--- config.mk ---
export PLATFORM = sky130hd
export DESIGN_NAME = msclk_top
export DESIGN_NICKNAME = d
export VERILOG_FILES = /design/src/rtl/msclk_pkg.sv /design/src/rtl/msclk_prescaler.sv /design/src/rtl/msclk_counter.sv /design/src/rtl/msclk_minute_div.sv /design/src/rtl/msclk_irq.sv /design/src/rtl/msclk_top.sv
export SDC_FILE = /design/constraint.sdc
export NUM_CORES = 1
export LEC_CHECK = 0
export BUFFER_PORTS_ARGS = -buffer_cell sky130_fd_sc_hd__buf_2
export CORE_ASPECT_RATIO = 1.2
export CORE_UTILIZATION = 40
export DETAILED_ROUTE_END_ITERATION = 10
export PLACE_DENSITY = 0.57
export SYNTH_ARGS = -nofsm -noshare
export SYNTH_HDL_FRONTEND = slang
export SYNTH_SLANG_ARGS = --single-unit
export TNS_END_PERCENT = 10
--- constraint.sdc ---
create_clock -name clk -period 4.6 [get_ports clk]
set_input_delay 1.38 -clock clk [delete_from_list [all_inputs] [get_ports clk]]
set_output_delay 1.38 -clock clk [all_outputs]
set_load 0.005 [all_outputs]
--- src/rtl/msclk_pkg.sv ---
package msclk_pkg;

    typedef enum logic [1:0] {
        OP_NONE  = 2'b00,
        OP_READ  = 2'b01,
        OP_CLEAR = 2'b10,
        OP_RSVD  = 2'b11
    } msclk_op_e;

    typedef enum logic {
        PER_32MS   = 1'b0,
        PER_MINUTE = 1'b1
    } msclk_period_e;

    // Events produced in one cycle by the time base
    typedef struct packed {
        logic ovf;
        logic wrap32;
        logic minute;
    } msclk_evt_t;

    localparam int unsigned WRAP_BITS = 5;

    function automatic logic evt_hit(msclk_evt_t e, msclk_period_e sel);
        return e.ovf | ((sel == PER_MINUTE) ? e.minute : e.wrap32);
    endfunction

endpackage

--- src/rtl/msclk_prescaler.sv ---
module msclk_prescaler #(
    parameter int unsigned CYC_PER_MS = 100000
) (
    input  logic clk,
    input  logic rst,
    input  logic clr,
    output logic tick
);
    localparam int unsigned PW = (CYC_PER_MS > 1) ? $clog2(CYC_PER_MS) : 1;
    localparam logic [PW-1:0] LAST = PW'(CYC_PER_MS - 1);

    logic [PW-1:0] phase_q;

    assign tick = (phase_q == LAST) && !clr;

    always_ff @(posedge clk) begin
        if (rst || clr) begin
            phase_q <= '0;
        end else if (phase_q == LAST) begin
            phase_q <= '0;
        end else begin
            phase_q <= phase_q + 1'b1;
        end
    end
endmodule

--- src/rtl/msclk_counter.sv ---
module msclk_counter
    import msclk_pkg::*;
#(
    parameter int unsigned CNT_W = 18
) (
    input  logic             clk,
    input  logic             rst,
    input  logic             clr,
    input  logic             tick,
    output logic [CNT_W-1:0] count,
    output logic             ovf,
    output logic             wrap32
);
    logic [CNT_W-1:0] count_q;

    assign count  = count_q;
    assign ovf    = tick && (count_q == {CNT_W{1'b1}});
    assign wrap32 = tick && (count_q[WRAP_BITS-1:0] == {WRAP_BITS{1'b1}});

    always_ff @(posedge clk) begin
        if (rst || clr) begin
            count_q <= '0;
        end else if (tick) begin
            count_q <= count_q + 1'b1;
        end
    end
endmodule

--- src/rtl/msclk_minute_div.sv ---
module msclk_minute_div #(
    parameter int unsigned MIN_MS = 60000
) (
    input  logic clk,
    input  logic rst,
    input  logic clr,
    input  logic tick,
    output logic pulse
);
    localparam int unsigned MW = (MIN_MS > 1) ? $clog2(MIN_MS) : 1;
    localparam logic [MW-1:0] LAST = MW'(MIN_MS - 1);

    logic [MW-1:0] ms_q;

    assign pulse = tick && (ms_q == LAST);

    always_ff @(posedge clk) begin
        if (rst || clr) begin
            ms_q <= '0;
        end else if (tick) begin
            ms_q <= (ms_q == LAST) ? '0 : ms_q + 1'b1;
        end
    end
endmodule

--- src/rtl/msclk_irq.sv ---
module msclk_irq
    import msclk_pkg::*;
(
    input  logic          clk,
    input  logic          rst,
    input  logic          clr,
    input  logic          en,
    input  logic          ack,
    input  msclk_period_e sel,
    input  msclk_evt_t    evt,
    output logic          flag
);
    logic flag_q;
    logic set_now;

    assign set_now = en && evt_hit(evt, sel);
    assign flag    = flag_q;

    always_ff @(posedge clk) begin
        if (rst || clr) begin
            flag_q <= 1'b0;
        end else if (set_now) begin
            flag_q <= 1'b1;
        end else if (ack) begin
            flag_q <= 1'b0;
        end
    end
endmodule

--- src/rtl/msclk_top.sv ---
module msclk_top
    import msclk_pkg::*;
#(
    parameter int unsigned CYC_PER_MS = 100000,
    parameter int unsigned CNT_W      = 18,
    parameter int unsigned MIN_MS     = 60000
) (
    input  logic             clk,
    input  logic             rst,
    input  logic             cmd_valid,
    input  logic [1:0]       cmd_op,
    input  logic             period_sel,
    input  logic             irq_en,
    input  logic             irq_ack,
    output logic             rd_valid,
    output logic [CNT_W-1:0] rd_data,
    output logic             irq
);
    msclk_op_e        op;
    msclk_period_e    per;
    msclk_evt_t       evt;
    logic             do_clr;
    logic             do_rd;
    logic             tick;
    logic             minute;
    logic             ovf;
    logic             wrap32;
    logic [CNT_W-1:0] count_q;
    logic             rd_valid_q;
    logic [CNT_W-1:0] rd_data_q;

    assign op     = msclk_op_e'(cmd_op);
    assign per    = msclk_period_e'(period_sel);
    assign do_clr = cmd_valid && (op == OP_CLEAR);
    assign do_rd  = cmd_valid && (op == OP_READ);

    msclk_prescaler #(.CYC_PER_MS(CYC_PER_MS)) u_pre (
        .clk  (clk),
        .rst  (rst),
        .clr  (do_clr),
        .tick (tick)
    );

    msclk_counter #(.CNT_W(CNT_W)) u_cnt (
        .clk    (clk),
        .rst    (rst),
        .clr    (do_clr),
        .tick   (tick),
        .count  (count_q),
        .ovf    (ovf),
        .wrap32 (wrap32)
    );

    msclk_minute_div #(.MIN_MS(MIN_MS)) u_min (
        .clk   (clk),
        .rst   (rst),
        .clr   (do_clr),
        .tick  (tick),
        .pulse (minute)
    );

    assign evt = '{ovf: ovf, wrap32: wrap32, minute: minute};

    msclk_irq u_irq (
        .clk  (clk),
        .rst  (rst),
        .clr  (do_clr),
        .en   (irq_en),
        .ack  (irq_ack),
        .sel  (per),
        .evt  (evt),
        .flag (irq)
    );

    always_ff @(posedge clk) begin
        if (rst) begin
            rd_valid_q <= 1'b0;
            rd_data_q  <= '0;
        end else begin
            rd_valid_q <= do_rd;
            if (do_rd) begin
                rd_data_q <= count_q;
            end
        end
    end

    assign rd_valid = rd_valid_q;
    assign rd_data  = rd_data_q;
endmodule

==> results.sh <==
export IMPL_dp_slack_ps=1553
export IMPL_final_setup_viol_count=0
export IMPL_yosysWarnings=0
export IMPL_skew_ps=14.07
export IMPL_post_cts_buffers=0
export IMPL_cts_tree="yes"
export IMPL_r2r_start="u_pre.phase_q[0]"
export IMPL_drv_slew=0
export IMPL_drv_cap=0
export IMPL_p_leak_nw=1.198
export IMPL_vias=2890
export IMPL_totalNegativeSetupSlack_ps=0
export IMPL_syn_nets=402
export IMPL_fp_dieH_um=100.9
export IMPL_min_path_type="flop to flop"
export IMPL_yosysTopAreaCell="dfxtp_1"
export IMPL_cts_root_buffer="clkbuf_8"
export IMPL_ys_types=37
export IMPL_port_buffer_count=27
export IMPL_final_common_cell="dfxtp_1"
export IMPL_crit_arrival_ps=3000
export IMPL_antenna_left=0
export IMPL_route_detailed_wl_per_inst_um=14.44
export IMPL_grt_max_degree=42
export IMPL_fillers=790
export IMPL_layout_drive_gt1_share_pct=11.95
export IMPL_clockBufferDepth=2
export IMPL_fin_crit_ps=2717
export IMPL_insertion_delay_ps=360
export IMPL_overflow=0
export IMPL_post_synth_cell_area_avg_um2=8.357
export IMPL_vias_per_cell=5.757
export IMPL_holdCritStartpoint="rd_data[7]"
export IMPL_gp_congestion=0.7571
export IMPL_wl_met1_um=3274
export IMPL_cellPowerDensity_nw_per_um2=317.5
export IMPL_grt_first_pass_wirelength_um=12660
export IMPL_worst_pin_slew_ps=1145
export IMPL_rows=35
export IMPL_cts_sinks=71
export IMPL_drc=4
export IMPL_grt_pass1_vias=2697
export IMPL_grt_use_total_pct=18.60
export IMPL_end_kind="flop"
export IMPL_status="complete, but fails checks"
export IMPL_r2r_cells=5
export IMPL_power_mw=1.148
export IMPL_wl_um=7249
export IMPL_syn_inst=390
export IMPL_synth_cell_area_um2=3259
export IMPL_postLayoutCoreUtil_pct=46.40
export IMPL_nets=417
export IMPL_synth_top_area_share_pct=43.61
export IMPL_failed_checks="design-rule violations"
export IMPL_max_vdd_ir_drop_mv=0.1328
export IMPL_start_util_pct=41.81
export IMPL_cts_buffers=9
export IMPL_clock_fmax_mhz=368.0
export IMPL_synth_area_leaders="dfxtp_1, a21oi_1, nand2_1"
export IMPL_core_um2=7795
export IMPL_fin_ws_ps=1883
export IMPL_first_iter_violations=126
export IMPL_ctsHoldBuffers=0
export IMPL_hold_viol=0
export IMPL_rsz0062_at_grt="no"
export IMPL_post_cts_resized=0
export IMPL_reg2reg_setup_slack_ps=1900
export IMPL_path_max_fanout=12
export IMPL_htreeDepth=3
export IMPL_start_kind="primary input"
export IMPL_top_layer="met4"
export IMPL_ys_seq_area_share_pct=43.61
export IMPL_finalCritPeriodShare_pct=59.07
export IMPL_wl_met3_um=201
export IMPL_ys_ff_latch=71
export IMPL_mostFrequentLayoutCells="dfxtp_1, nand2_1, a21oi_1"
export IMPL_io_pin_count=28
export IMPL_criticalPathCategory="primary input to flop"
export IMPL_antenna_found_initial=0
export IMPL_area_growth_synth_to_final_pct=10.98
export IMPL_dieArea_um2=8515
export IMPL_firstDrtPassIters=8
export IMPL_rr_endpoint="u_min.ms_q[11]"
export IMPL_critical_path_required_ps=4880
export IMPL_holdPathStages=2
export IMPL_dp_hpwl_um=4944
export IMPL_clk_pin_slew_ps=90
export IMPL_hold_end="rd_data[7]"
export IMPL_diodes=0
export IMPL_die_width_um=84.41
export IMPL_slew_headroom_pct=23.38
export IMPL_wl_met2_um=3664
==> registers in the layout, summed over array words and instances (netlist names) <==
name,cells
u_min.ms_q,16
u_irq.flag,1
rd_valid,1
rd_data,18
u_cnt.count,18
u_pre.phase_q,17
==> routing by layer <==
layer | vias up | track usage [%]
li1 | 1482 | -
met5 | - | 0
met3 | 9 | 3.767
met2 | 41 | 32.91
met4 | 0 | 8.605
met1 | 1358 | 21.73
==> cell usage after synthesis, drive strengths merged <==
cell,instances
or2,2
and4b,2
and4,10
nor2,19
o22a,1
a21oi,55
nor2b,2
and4bb,1
or3,8
inv,2
buf,6
nand4,16
nand2b,1
xor2,7
clkbuf,18
a211oi,2
nor4,2
nand2,60
nand3,18
nand4b,1
nand3b,1
and2,2
and3b,2
xnor2,5
nor3b,1
o31ai,25
and3,8
or4,26
nor4b,2
a21o,1
o21ai,9
dfxtp,71
ha,4
==> kinds of logic after synthesis <==
kind of cell,after synthesis,share of synthesized area [%]
buffers and inverters,26,3.224
adders and majority gates,4,1.536
xor gates and xnor gates,12,3.225
and+or+nand+nor,184,31.86
DFF,71,43.61
AOI/OAI and AO/OA,93,16.54
==> worst max-delay path, cell delays in order <==
cell and delay, ps:
buf_2 110, nand3b_1 320, nand4_1 430, or4_1 600
a21oi_1 160
==> worst max path at each step <==
stage	slack, ps	endpoint	depth (start not counted)	start
2_1_floorplan	2010	u_cnt.count[15]	5	cmd_op[0]
3_3_place_gp	1600	u_cnt.count[17]	5	cmd_valid
3_5_place_dp	1550	u_cnt.count[13]	5	cmd_valid
4_1_cts	1850	u_min.ms_q[11]	5	u_pre.phase_q[0]
5_1_grt	1600	u_pre.phase_q[6]	5	u_pre.phase_q[0]
6_report	1880	u_cnt.count[13]	5	cmd_valid
==> area by class of cell <==
cell class / count / area [um^2] / share of cell area (%)
Clock inverter: 7 / 73.82 / 2.041
Multi-Input combinational cell: 293 / 1733 / 47.91
Sequential cell: 71 / 1421 / 39.29
Clock buffer: 9 / 123.9 / 3.424
Tap cell: 92 / 115.1 / 3.182
Inverter: 2 / 7.507 / 0.2075
Timing Repair Buffer: 28 / 142.6 / 3.943
==> report_power, final <==
| group | total, mW | internal, mW | switching [mW] |
|---|---|---|---|
| logic | 0.0281 | 0.00686 | 0.0212 |
| registers | 0.618 | 0.616 | 0.00189 |
| clock network | 0.502 | 0.251 | 0.251 |
| total | 1.15 | 0.874 | 0.274 |
==> per-stage QoR <==
stage,hold slack (ps),area [um^2],instances
2_1_floorplan,429.7,3259,390
3_3_place_gp,439.3,3420,486
3_5_place_dp,446.1,3420,486
4_1_cts,458.1,3617,502
5_1_grt,471.5,3617,502
6_report,454.2,3617,502
Note: power is estimated with default switching activity, not from simulation.
